$ cat src/rtl/dbg_halt_pkg.sv
package dbg_halt_pkg;

  localparam int NUM_UNITS = 2;
  localparam int CAUSE_W   = NUM_UNITS + 2;
  localparam int CTRL_W    = 2 * NUM_UNITS;
  localparam int CFG_AW    = 3;

  // cause bit positions, lowest index wins
  localparam int CAUSE_EXT = 0;
  localparam int CAUSE_REQ = CAUSE_W - 1;

  typedef enum logic {
    ST_RUN  = 1'b0,
    ST_HALT = 1'b1
  } dbgState_t;

  // datapath -> control
  typedef struct packed {
    logic [NUM_UNITS-1:0] brkHit;
    logic [NUM_UNITS-1:0] watchLive;
    logic [NUM_UNITS-1:0] watchPend;
  } hitInfo_t;

  // control -> datapath
  typedef struct packed {
    logic               armed;
    logic               capture;
    logic               clearPend;
    logic [CAUSE_W-1:0] causeSel;
  } ctlStrobe_t;

endpackage

$ cat src/rtl/dbg_wp_unit.sv
module dbg_wp_unit #(
  parameter int ADDR_W = 32,
  parameter int DATA_W = 32
) (
  input  logic              clk,
  input  logic              rstN,
  input  logic              wrVal,
  input  logic              wrMask,
  input  logic [ADDR_W-1:0] wrData,
  input  logic              enable,
  input  logic              dataMode,
  input  logic              exValid,
  input  logic [ADDR_W-1:0] exAddr,
  input  logic              dataWrEn,
  input  logic [ADDR_W-1:0] dataAddr,
  input  logic [DATA_W-1:0] dataNew,
  input  logic [DATA_W-1:0] dataOld,
  output logic              brkHit,
  output logic              watchHit
);

  logic [ADDR_W-1:0] matchVal;
  logic [ADDR_W-1:0] matchMask;
  logic              exEq;
  logic              dataEq;
  logic              valueChanged;

  always_ff @(posedge clk) begin
    if (!rstN) begin
      matchVal  <= '0;
      matchMask <= '0;
    end else begin
      if (wrVal)  matchVal  <= wrData;
      if (wrMask) matchMask <= wrData;
    end
  end

  // set mask bits are don't-care positions
  always_comb begin
    exEq         = ((exAddr   ^ matchVal) & ~matchMask) == '0;
    dataEq       = ((dataAddr ^ matchVal) & ~matchMask) == '0;
    valueChanged = dataNew != dataOld;
    brkHit       = enable && !dataMode && exValid && exEq;
    watchHit     = enable && dataMode && dataWrEn && dataEq && valueChanged;
  end

endmodule

$ cat src/rtl/dbg_halt_dp.sv
module dbg_halt_dp
  import dbg_halt_pkg::*;
#(
  parameter int ADDR_W = 32,
  parameter int DATA_W = 32
) (
  input  logic               clk,
  input  logic               rstN,
  input  logic               cfgWe,
  input  logic [CFG_AW-1:0]  cfgAddr,
  input  logic [ADDR_W-1:0]  cfgData,
  input  logic               exValid,
  input  logic [ADDR_W-1:0]  exAddr,
  input  logic               dataWrEn,
  input  logic [ADDR_W-1:0]  dataAddr,
  input  logic [DATA_W-1:0]  dataNew,
  input  logic [DATA_W-1:0]  dataOld,
  input  ctlStrobe_t         strobe,
  output hitInfo_t           hit,
  output logic [CAUSE_W-1:0] haltCause
);

  logic [CTRL_W-1:0]    ctrlReg;
  logic [NUM_UNITS-1:0] brkHit;
  logic [NUM_UNITS-1:0] watchHit;
  logic [NUM_UNITS-1:0] pendReg;
  logic [CAUSE_W-1:0]   causeReg;

  // control register at configuration address 0
  always_ff @(posedge clk) begin
    if (!rstN)
      ctrlReg <= '0;
    else if (cfgWe && cfgAddr == '0)
      ctrlReg <= cfgData[CTRL_W-1:0];
  end

  for (genvar u = 0; u < NUM_UNITS; u++) begin : g_unit
    logic wrVal;
    logic wrMask;

    assign wrVal  = cfgWe && (cfgAddr == CFG_AW'(1 + 2 * u));
    assign wrMask = cfgWe && (cfgAddr == CFG_AW'(2 + 2 * u));

    dbg_wp_unit #(
      .ADDR_W (ADDR_W),
      .DATA_W (DATA_W)
    ) i_unit (
      .clk      (clk),
      .rstN     (rstN),
      .wrVal    (wrVal),
      .wrMask   (wrMask),
      .wrData   (cfgData),
      .enable   (ctrlReg[2 * u]),
      .dataMode (ctrlReg[2 * u + 1]),
      .exValid  (exValid),
      .exAddr   (exAddr),
      .dataWrEn (dataWrEn),
      .dataAddr (dataAddr),
      .dataNew  (dataNew),
      .dataOld  (dataOld),
      .brkHit   (brkHit[u]),
      .watchHit (watchHit[u])
    );
  end

  // a changed-value write arms the unit until the instruction completes
  always_ff @(posedge clk) begin
    if (!rstN)
      pendReg <= '0;
    else if (strobe.clearPend)
      pendReg <= '0;
    else if (strobe.armed)
      pendReg <= pendReg | watchHit;
  end

  always_ff @(posedge clk) begin
    if (!rstN)
      causeReg <= '0;
    else if (strobe.capture)
      causeReg <= strobe.causeSel;
  end

  always_comb begin
    hit.brkHit    = brkHit;
    hit.watchLive = watchHit;
    hit.watchPend = pendReg;
    haltCause     = causeReg;
  end

endmodule

$ cat src/rtl/dbg_halt_ctl.sv
module dbg_halt_ctl
  import dbg_halt_pkg::*;
(
  input  logic       clk,
  input  logic       rstN,
  input  logic       extBreak,
  input  logic       dbgReq,
  input  logic       instDone,
  input  logic       restart,
  input  hitInfo_t   hit,
  output ctlStrobe_t strobe,
  output logic       haltCore,
  output logic       pcHold,
  output logic       dbgAck
);

  dbgState_t          state;
  logic               bpHold;
  logic [CAUSE_W-1:0] cand;
  logic [CAUSE_W-1:0] sel;
  logic               bpSel;
  logic               enter;
  logic               leave;

  always_comb begin
    cand            = '0;
    cand[CAUSE_EXT] = extBreak;
    for (int u = 0; u < NUM_UNITS; u++)
      cand[1 + u] = hit.brkHit[u] ||
                    (instDone && (hit.watchPend[u] || hit.watchLive[u]));
    cand[CAUSE_REQ] = instDone && dbgReq;

    // lowest index has highest priority
    sel = '0;
    for (int i = CAUSE_W - 1; i >= 0; i--)
      if (cand[i]) sel = CAUSE_W'(1) << i;

    bpSel = sel[CAUSE_EXT];
    for (int u = 0; u < NUM_UNITS; u++)
      bpSel = bpSel || (sel[1 + u] && hit.brkHit[u]);

    enter = (state == ST_RUN) && (cand != '0);
    leave = (state == ST_HALT) && restart && !dbgReq;
  end

  always_ff @(posedge clk) begin
    if (!rstN) begin
      state  <= ST_RUN;
      bpHold <= 1'b0;
    end else if (enter) begin
      state  <= ST_HALT;
      bpHold <= bpSel;
    end else if (leave) begin
      state  <= ST_RUN;
      bpHold <= 1'b0;
    end
  end

  always_comb begin
    strobe.armed     = (state == ST_RUN);
    strobe.capture   = enter;
    strobe.clearPend = enter;
    strobe.causeSel  = sel;
    haltCore         = enter || (state == ST_HALT);
    pcHold           = (enter && bpSel) || ((state == ST_HALT) && bpHold);
    dbgAck           = (state == ST_HALT);
  end

endmodule

$ cat src/rtl/dbg_halt_unit.sv
module dbg_halt_unit
  import dbg_halt_pkg::*;
#(
  parameter int ADDR_W = 32,
  parameter int DATA_W = 32
) (
  input  logic               clk,
  input  logic               rstN,
  input  logic               extBreak,
  input  logic               dbgReq,
  input  logic               instDone,
  input  logic               exValid,
  input  logic [ADDR_W-1:0]  exAddr,
  input  logic               dataWrEn,
  input  logic [ADDR_W-1:0]  dataAddr,
  input  logic [DATA_W-1:0]  dataNew,
  input  logic [DATA_W-1:0]  dataOld,
  input  logic               restart,
  input  logic               cfgWe,
  input  logic [CFG_AW-1:0]  cfgAddr,
  input  logic [ADDR_W-1:0]  cfgData,
  output logic               haltCore,
  output logic               pcHold,
  output logic               dbgAck,
  output logic [CAUSE_W-1:0] haltCause
);

  ctlStrobe_t strobe;
  hitInfo_t   hit;

  dbg_halt_dp #(
    .ADDR_W (ADDR_W),
    .DATA_W (DATA_W)
  ) i_dp (
    .clk       (clk),
    .rstN      (rstN),
    .cfgWe     (cfgWe),
    .cfgAddr   (cfgAddr),
    .cfgData   (cfgData),
    .exValid   (exValid),
    .exAddr    (exAddr),
    .dataWrEn  (dataWrEn),
    .dataAddr  (dataAddr),
    .dataNew   (dataNew),
    .dataOld   (dataOld),
    .strobe    (strobe),
    .hit       (hit),
    .haltCause (haltCause)
  );

  dbg_halt_ctl i_ctl (
    .clk      (clk),
    .rstN     (rstN),
    .extBreak (extBreak),
    .dbgReq   (dbgReq),
    .instDone (instDone),
    .restart  (restart),
    .hit      (hit),
    .strobe   (strobe),
    .haltCore (haltCore),
    .pcHold   (pcHold),
    .dbgAck   (dbgAck)
  );

endmodule

$ cat config.mk
export PLATFORM = sky130hd
export DESIGN_NAME = dbg_halt_unit
export DESIGN_NICKNAME = d
export VERILOG_FILES = /design/src/rtl/dbg_halt_pkg.sv /design/src/rtl/dbg_wp_unit.sv /design/src/rtl/dbg_halt_dp.sv /design/src/rtl/dbg_halt_ctl.sv /design/src/rtl/dbg_halt_unit.sv
export SDC_FILE = /design/constraint.sdc
export NUM_CORES = 1
export LEC_CHECK = 0
export ABC_AREA = 1
export CAP_MARGIN = 10
export CORE_MARGIN = 2
export CORE_UTILIZATION = 45
export DETAILED_ROUTE_END_ITERATION = 8
export PLACE_DENSITY = 0.78
export SLEW_MARGIN = 15
export SYNTH_ARGS = -nofsm -noshare
export SYNTH_HDL_FRONTEND = slang
export SYNTH_SLANG_ARGS = --single-unit
$ cat constraint.sdc
create_clock -name clk -period 5.05 [get_ports clk]
set_input_delay 1.01 -clock clk [delete_from_list [all_inputs] [get_ports clk]]
set_output_delay 1.01 -clock clk [all_outputs]
set_load 0.005 [all_outputs]
== Word level (Yosys, flattened, before mapping) ==
Index checks and enable logic that the tools add are counted.

* Register bits after elaboration: 140
* Word-level logic and storage cells: 82

* Equality and inequality tests: 5
* Multiplexer cells: 7
* Bitwise logic cells: 13
* Reductions and logical operators: 48

{| class="wikitable"
|+ Operators by type and width
! kind !! number
|-
| $and 32x32->32 || 4
|-
| $logic_not 32->1 || 4
|-
| $xor 32x32->32 || 4
|-
| $not 32->32 || 2
|-
| $ne 32x32->1 || 1
|-
| $logic_and 1x1->1 || 29
|-
| $mux 4 || 4
|-
| $logic_or 1x1->1 || 8
|-
| $eq 3x2->1 const B || 2
|-
| $reduce_bool 4->1 || 1
|-
| $eq 3x1->1 const B || 1
|-
| $eq 3x3->1 const B || 1
|-
| $logic_not 1->1 || 3
|-
| $logic_not 3->1 || 1
|-
| $mux 1 || 3
|-
| $not 1->1 || 2
|-
| $or 2x2->2 || 1
|-
| $reduce_bool 2->1 || 1
|-
| $reduce_or 2->1 || 1
|}

== Logic depth before layout (Yosys ltp) ==
Gate-level depths: netlist of run 1.

* Depth after elaboration: 16
* Gate-level depth with buffers: 17

== Cells and area by module ==
From an unflattened synthesis of run 1, not the netlist that was laid out.

* Cells, all modules: 1329
* Area, all modules: 8145.3 µm²

{| class="wikitable"
|+ Modules (own cells, without submodules)
! module !! times used !! cells each !! area an instance (µm²) !! seq. area each (µm²)
|-
| dbg_wp_unit || 2 || 615 || 3727.3 || 1281.2
|-
| dbg_halt_dp || 1 || 60 || 424.2 || 200.2
|-
| dbg_halt_ctl || 1 || 39 || 266.5 || 40.0
|}

== Least setup slack after synthesis of run 1 ==
Ideal clock, no wire load.

* Kind: in2out
* From: input port dataOld[2]
* To: output port pcHold
* Arrival time: 2.092 ns
* Required time: 4.040 ns
* Slack: 1.948 ns
* Stages on the path: 14
* Path through: xnor2_1 nand2_1 nor2_1 nand2_1 nor2_1 nand2_1 nand3_2 nand2_2 nand2_1 nand2_1 nor2_2 nor2_4 nand2_1 nand2_1

* Cells in the longest elaborated chain, start to end: 13
* Elaborated cells on any way between the ends: 20

{| class="wikitable"
|+ RTL lines
! what !! line !! RTL
|-
| start: declaration || dbg_halt_unit.sv:17 || <nowiki>input logic [DATA_W-1:0] dataOld,</nowiki>
|-
| $ne 32x32->1 * || dbg_wp_unit.sv:42 || <nowiki>valueChanged = dataNew != dataOld;</nowiki>
|-
| $logic_and 1x1->1 || dbg_wp_unit.sv:44 || <nowiki>watchHit = enable && dataMode && dataWrEn && dataEq && valueChanged;</nowiki>
|-
| $logic_or 1x1->1 || dbg_halt_ctl.sv:30 || <nowiki>(instDone && (hit.watchPend[u] || hit.watchLive[u]));</nowiki>
|-
| $logic_and 1x1->1 || dbg_halt_ctl.sv:30 ||
|-
| $logic_or 1x1->1 || dbg_halt_ctl.sv:29 || <nowiki>cand[1 + u] = hit.brkHit[u] ||</nowiki>
|-
| $mux 4 (3 in a row) || dbg_halt_ctl.sv:36 || <nowiki>if (cand[i]) sel = CAUSE_W'(1) << i;</nowiki>
|-
| $logic_and 1x1->1 || dbg_halt_ctl.sv:40 || <nowiki>bpSel = bpSel || (sel[1 + u] && hit.brkHit[u]);</nowiki>
|-
| $logic_or 1x1->1 (2 in a row) || dbg_halt_ctl.sv:40 ||
|-
| $logic_and 1x1->1 * || dbg_halt_ctl.sv:65 || <nowiki>pcHold = (enter && bpSel) || ((state == ST_HALT) && bpHold);</nowiki>
|-
| $logic_or 1x1->1 * || dbg_halt_ctl.sv:65 ||
|-
| end: declaration || dbg_halt_unit.sv:23 || <nowiki>output logic pcHold,</nowiki>
|}

Mark *: on every way between the ends. The rest lies on a longest branch, timed or not.

== Worst setup path in the final report of run 1 ==
* From: input port exAddr[0]
* To: output port pcHold

* Cells in the longest elaborated chain, start to end: 13
* Elaborated cells on any way between the ends: 21

{| class="wikitable"
|+ RTL lines
! what !! line !! RTL
|-
| start: declaration || dbg_halt_unit.sv:13 || <nowiki>input logic [ADDR_W-1:0] exAddr,</nowiki>
|-
| $xor 32x32->32 || dbg_wp_unit.sv:40 || <nowiki>exEq = ((exAddr ^ matchVal) & ~matchMask) == '0;</nowiki>
|-
| $and 32x32->32 || dbg_wp_unit.sv:40 ||
|-
| $logic_not 32->1 || dbg_wp_unit.sv:40 ||
|-
| $logic_and 1x1->1 || dbg_wp_unit.sv:43 || <nowiki>brkHit = enable && !dataMode && exValid && exEq;</nowiki>
|-
| $logic_or 1x1->1 || dbg_halt_ctl.sv:29 ||
|-
| $mux 4 (3 in a row) || dbg_halt_ctl.sv:36 ||
|-
| $logic_and 1x1->1 || dbg_halt_ctl.sv:40 ||
|-
| $logic_or 1x1->1 (2 in a row) || dbg_halt_ctl.sv:40 ||
|-
| $logic_and 1x1->1 * || dbg_halt_ctl.sv:65 ||
|-
| $logic_or 1x1->1 * || dbg_halt_ctl.sv:65 ||
|}

Marks and branches as above.

==> reports/qor.txt, run 1 <==
syn_area_per_cell - 6.40 µm²
f_max - 223 MHz
DP Area - 9460 µm²
Worst Setup End Kind - output pin
Final Util - 61.2%
post-route worst setup slack - 0.564 ns
RSZ-0062 raised after global routing - no
Routed WL - 22800 µm
Via density - 5.14
layout cells sized above 1 - 4.52%
Core Rows - 47
Syn Inst Count - 1171
pre-CTS WS - 0.572 ns
GRT Residual Overflow - 0
status - completed
H-tree Lvls - 4
CTS tree - done
Area Overhead vs Synth - 34.0%
crit path DAT - 3.48 ns
pin count of the biggest net entering global routing - 69
most common cell after layout, fill and taps aside - nor2_1
synthesized net count - 1343
Max Cap Viol - 0
Clock Tree Root - clkbuf_16
Max-slew headroom - 35.0%
DRT iter0 DRCs - 520
post-route ant nets - 0
sequential element share of the synthesized area - 37.4%
routed wire length per instance - 14.5 µm
CTS max path bufs - 2
Final Net Count - 1508
Setup violations, final - 0
Leak - 4.04 nW
gpl congestion - 0.874
crit path max fanout - 4
Final period util - 88.8%
Max IR drop VDD - 215 µV
setup TNS - 0 ns
GRT Total Usage - 25.6%
cts repair resizes - 0
first-pass GRT wire length - 35500 µm
DIE AREA - 17700 µm²
port buffer count - 178
CP cell instances - clkdlybuf4s50_1, nand2_1, nand2_1, nor2_1, a21oi_1, nand3_1, nor3_1, nand3_2, nand3_2, nor2_2, nor2_4, nand2_1, nand2_1, clkdlybuf4s50_1
minimum clock period - 4.49 ns
router iterations before antenna repair - 5
slowest CP cell - clkdlybuf4s50_1
dpl hpwl - 16400 µm
Design Area, Final - 10000 µm²
total number of vias - 8070
cts hold-fix bufs - 0
# IOs - 179
Skew-Pair Late Insertion Delay - 0.43 ns
Req. time, crit path - 4.04 ns
Ys Warns - 0
DRC Markers - 0
Critical Path Most Common Cell - nand2_1
Netlist cell types - 27
CTS sink count - 140
synthesized area - 7490 µm²
Inserted Diodes - 0
CTS Buf Count - 17
die width - 133 µm
Seq cells post-synth - 140
Core Box Area - 16400 µm²
vias in the first global route - 7279
final setup skew - 0.00505 ns
postcts setup bufs - 0
Initial Util - 45.7%
CTS clock-pin slew for the worst setup and hold paths - 0.06 ns
Die Ht - 133 µm
HP Class - flop to flop
max incr delay on CP - 0.54 ns
Final Max Tran Viols - 0
Overall Power - 2.85 mW
crit path kind - primary input to output pin
PwrDens - 284 nW/µm²
commonest cells after routing, fill and taps aside - nor2_1 (199), o21ai_0 (192), nand2_1 (183)
flop2flop setup slack - 3.06 ns
final hold viol count - 0
crit start category - primary input
Slew @ Worst Pin - 0.975 ns
initial antenna violation count - 2
## cells by family (layout without fill, tap and decap cells)
kind of cell / Yosys count / count (layout) / share of synthesized area [%]
and+or+nand+nor: 467 / 467 / 25.7
xor gates and xnor gates: 38 / 38 / 4.44
DFF: 140 / 140 / 37.4
buffers and inverters: 170 / 348 / 8.59
AOI/OAI and AO/OA: 356 / 356 / 23.9
## final cells by class
class,count,area [µm²]
clock buffers,21,460
clock inverters,11,119
fillers,1497,6370
inverters,131,492
multi-input cells,861,4060
flip-flops and latches,140,2800
well taps,220,275
repair buffers,185,1830
## metrics by stage
step | instances | hold WS (ns)
after floorplan | 1171 | 0.438
after global placement | 1537 | 0.457
after detailed placement | 1537 | 0.462
after CTS | 1569 | 0.470
after global routing | 1569 | 0.489
final | 1569 | 0.474
## cell usage after synthesis
library cell / instances / share of area (%)
nand4_1: 12 / 1.0
nand3b_1: 3 / 0.30
inv_1: 123 / 6.2
dfxtp_1: 140 / 37
nand2_2: 4 / 0.33
nor2_1: 199 / 10
o22ai_1: 2 / 0.17
nand2_4: 1 / 0.15
nor2_4: 1 / 0.15
nand3_1: 51 / 3.4
buf_1: 1 / 0.050
inv_2: 8 / 0.40
nor3_1: 6 / 0.40
nand3_2: 3 / 0.40
o21ai_1: 13 / 0.87
clkbuf_1: 36 / 1.8
nor2_2: 2 / 0.17
nor3_2: 1 / 0.13
clkbuf_2: 1 / 0.067
or2_1: 1 / 0.084
o21ai_0: 192 / 13
xnor2_1: 38 / 4.4
a21o_1: 1 / 0.10
a21boi_0: 1 / 0.10
buf_4: 1 / 0.10
nand2_1: 183 / 9.2
a21oi_1: 147 / 9.8
## worst paths after layout
check | startpoint | endpoint | depth (start not counted)
worst min-delay path | i_dp.g_unit[1].i_unit.matchMask[31]$_SDFFE_PN0P_ | i_dp.g_unit[1].i_unit.matchMask[31]$_SDFFE_PN0P_ | 2
worst max register to register | i_dp.g_unit[1].i_unit.matchVal[0]$_SDFFE_PN0P_ | i_dp.haltCause[2]$_SDFFE_PN0P_ | 13
worst max-delay path | exAddr[0] | pcHold | 14
worst min register to register | i_dp.g_unit[1].i_unit.matchMask[31]$_SDFFE_PN0P_ | i_dp.g_unit[1].i_unit.matchMask[31]$_SDFFE_PN0P_ | 2
## state kept, by name, indices dropped and copies added (netlist names)
signal                        cells
i_dp.pendReg                      2
i_dp.ctrlReg                      4
i_ctl.bpHold                      1
i_dp.g_unit.i_unit.matchVal      64
i_ctl.dbgAck                      1
i_dp.haltCause                    4
i_dp.g_unit.i_unit.matchMask     64
## power by group
part | leakage [nW] | switching (mW) | total, mW | internal (mW)
Sequential | 1.14 | 0.0303 | 1.18 | 1.14
Clock | 0.275 | 0.479 | 1.23 | 0.749
Combinational | 2.63 | 0.224 | 0.449 | 0.226
Total | 4.04 | 0.733 | 2.85 | 2.12
## worst max-delay path, delay by kind of cell
family / cells / cell delay, ns
compound gates: 1 / 0.26
buf+inv: 2 / 1.03
simple gates: 11 / 1.16
## routing by layer
layer,routed length (µm),global-route usage [%],vias to the layer above
met4,742,11.8,4
met1,9500,30.2,3577
met2,10700,43.3,288
met3,1810,6.82,47
met5,26,0,-
li1,-,-,4154
Power figures use the tool's default switching activity.
==> inputs of run 2 (changes only) <==
Settings changed: SLEW_MARGIN 15 to default.
==> results of run 2 <==
No change in the layout: final DEF, timing and power equal those of run 1.
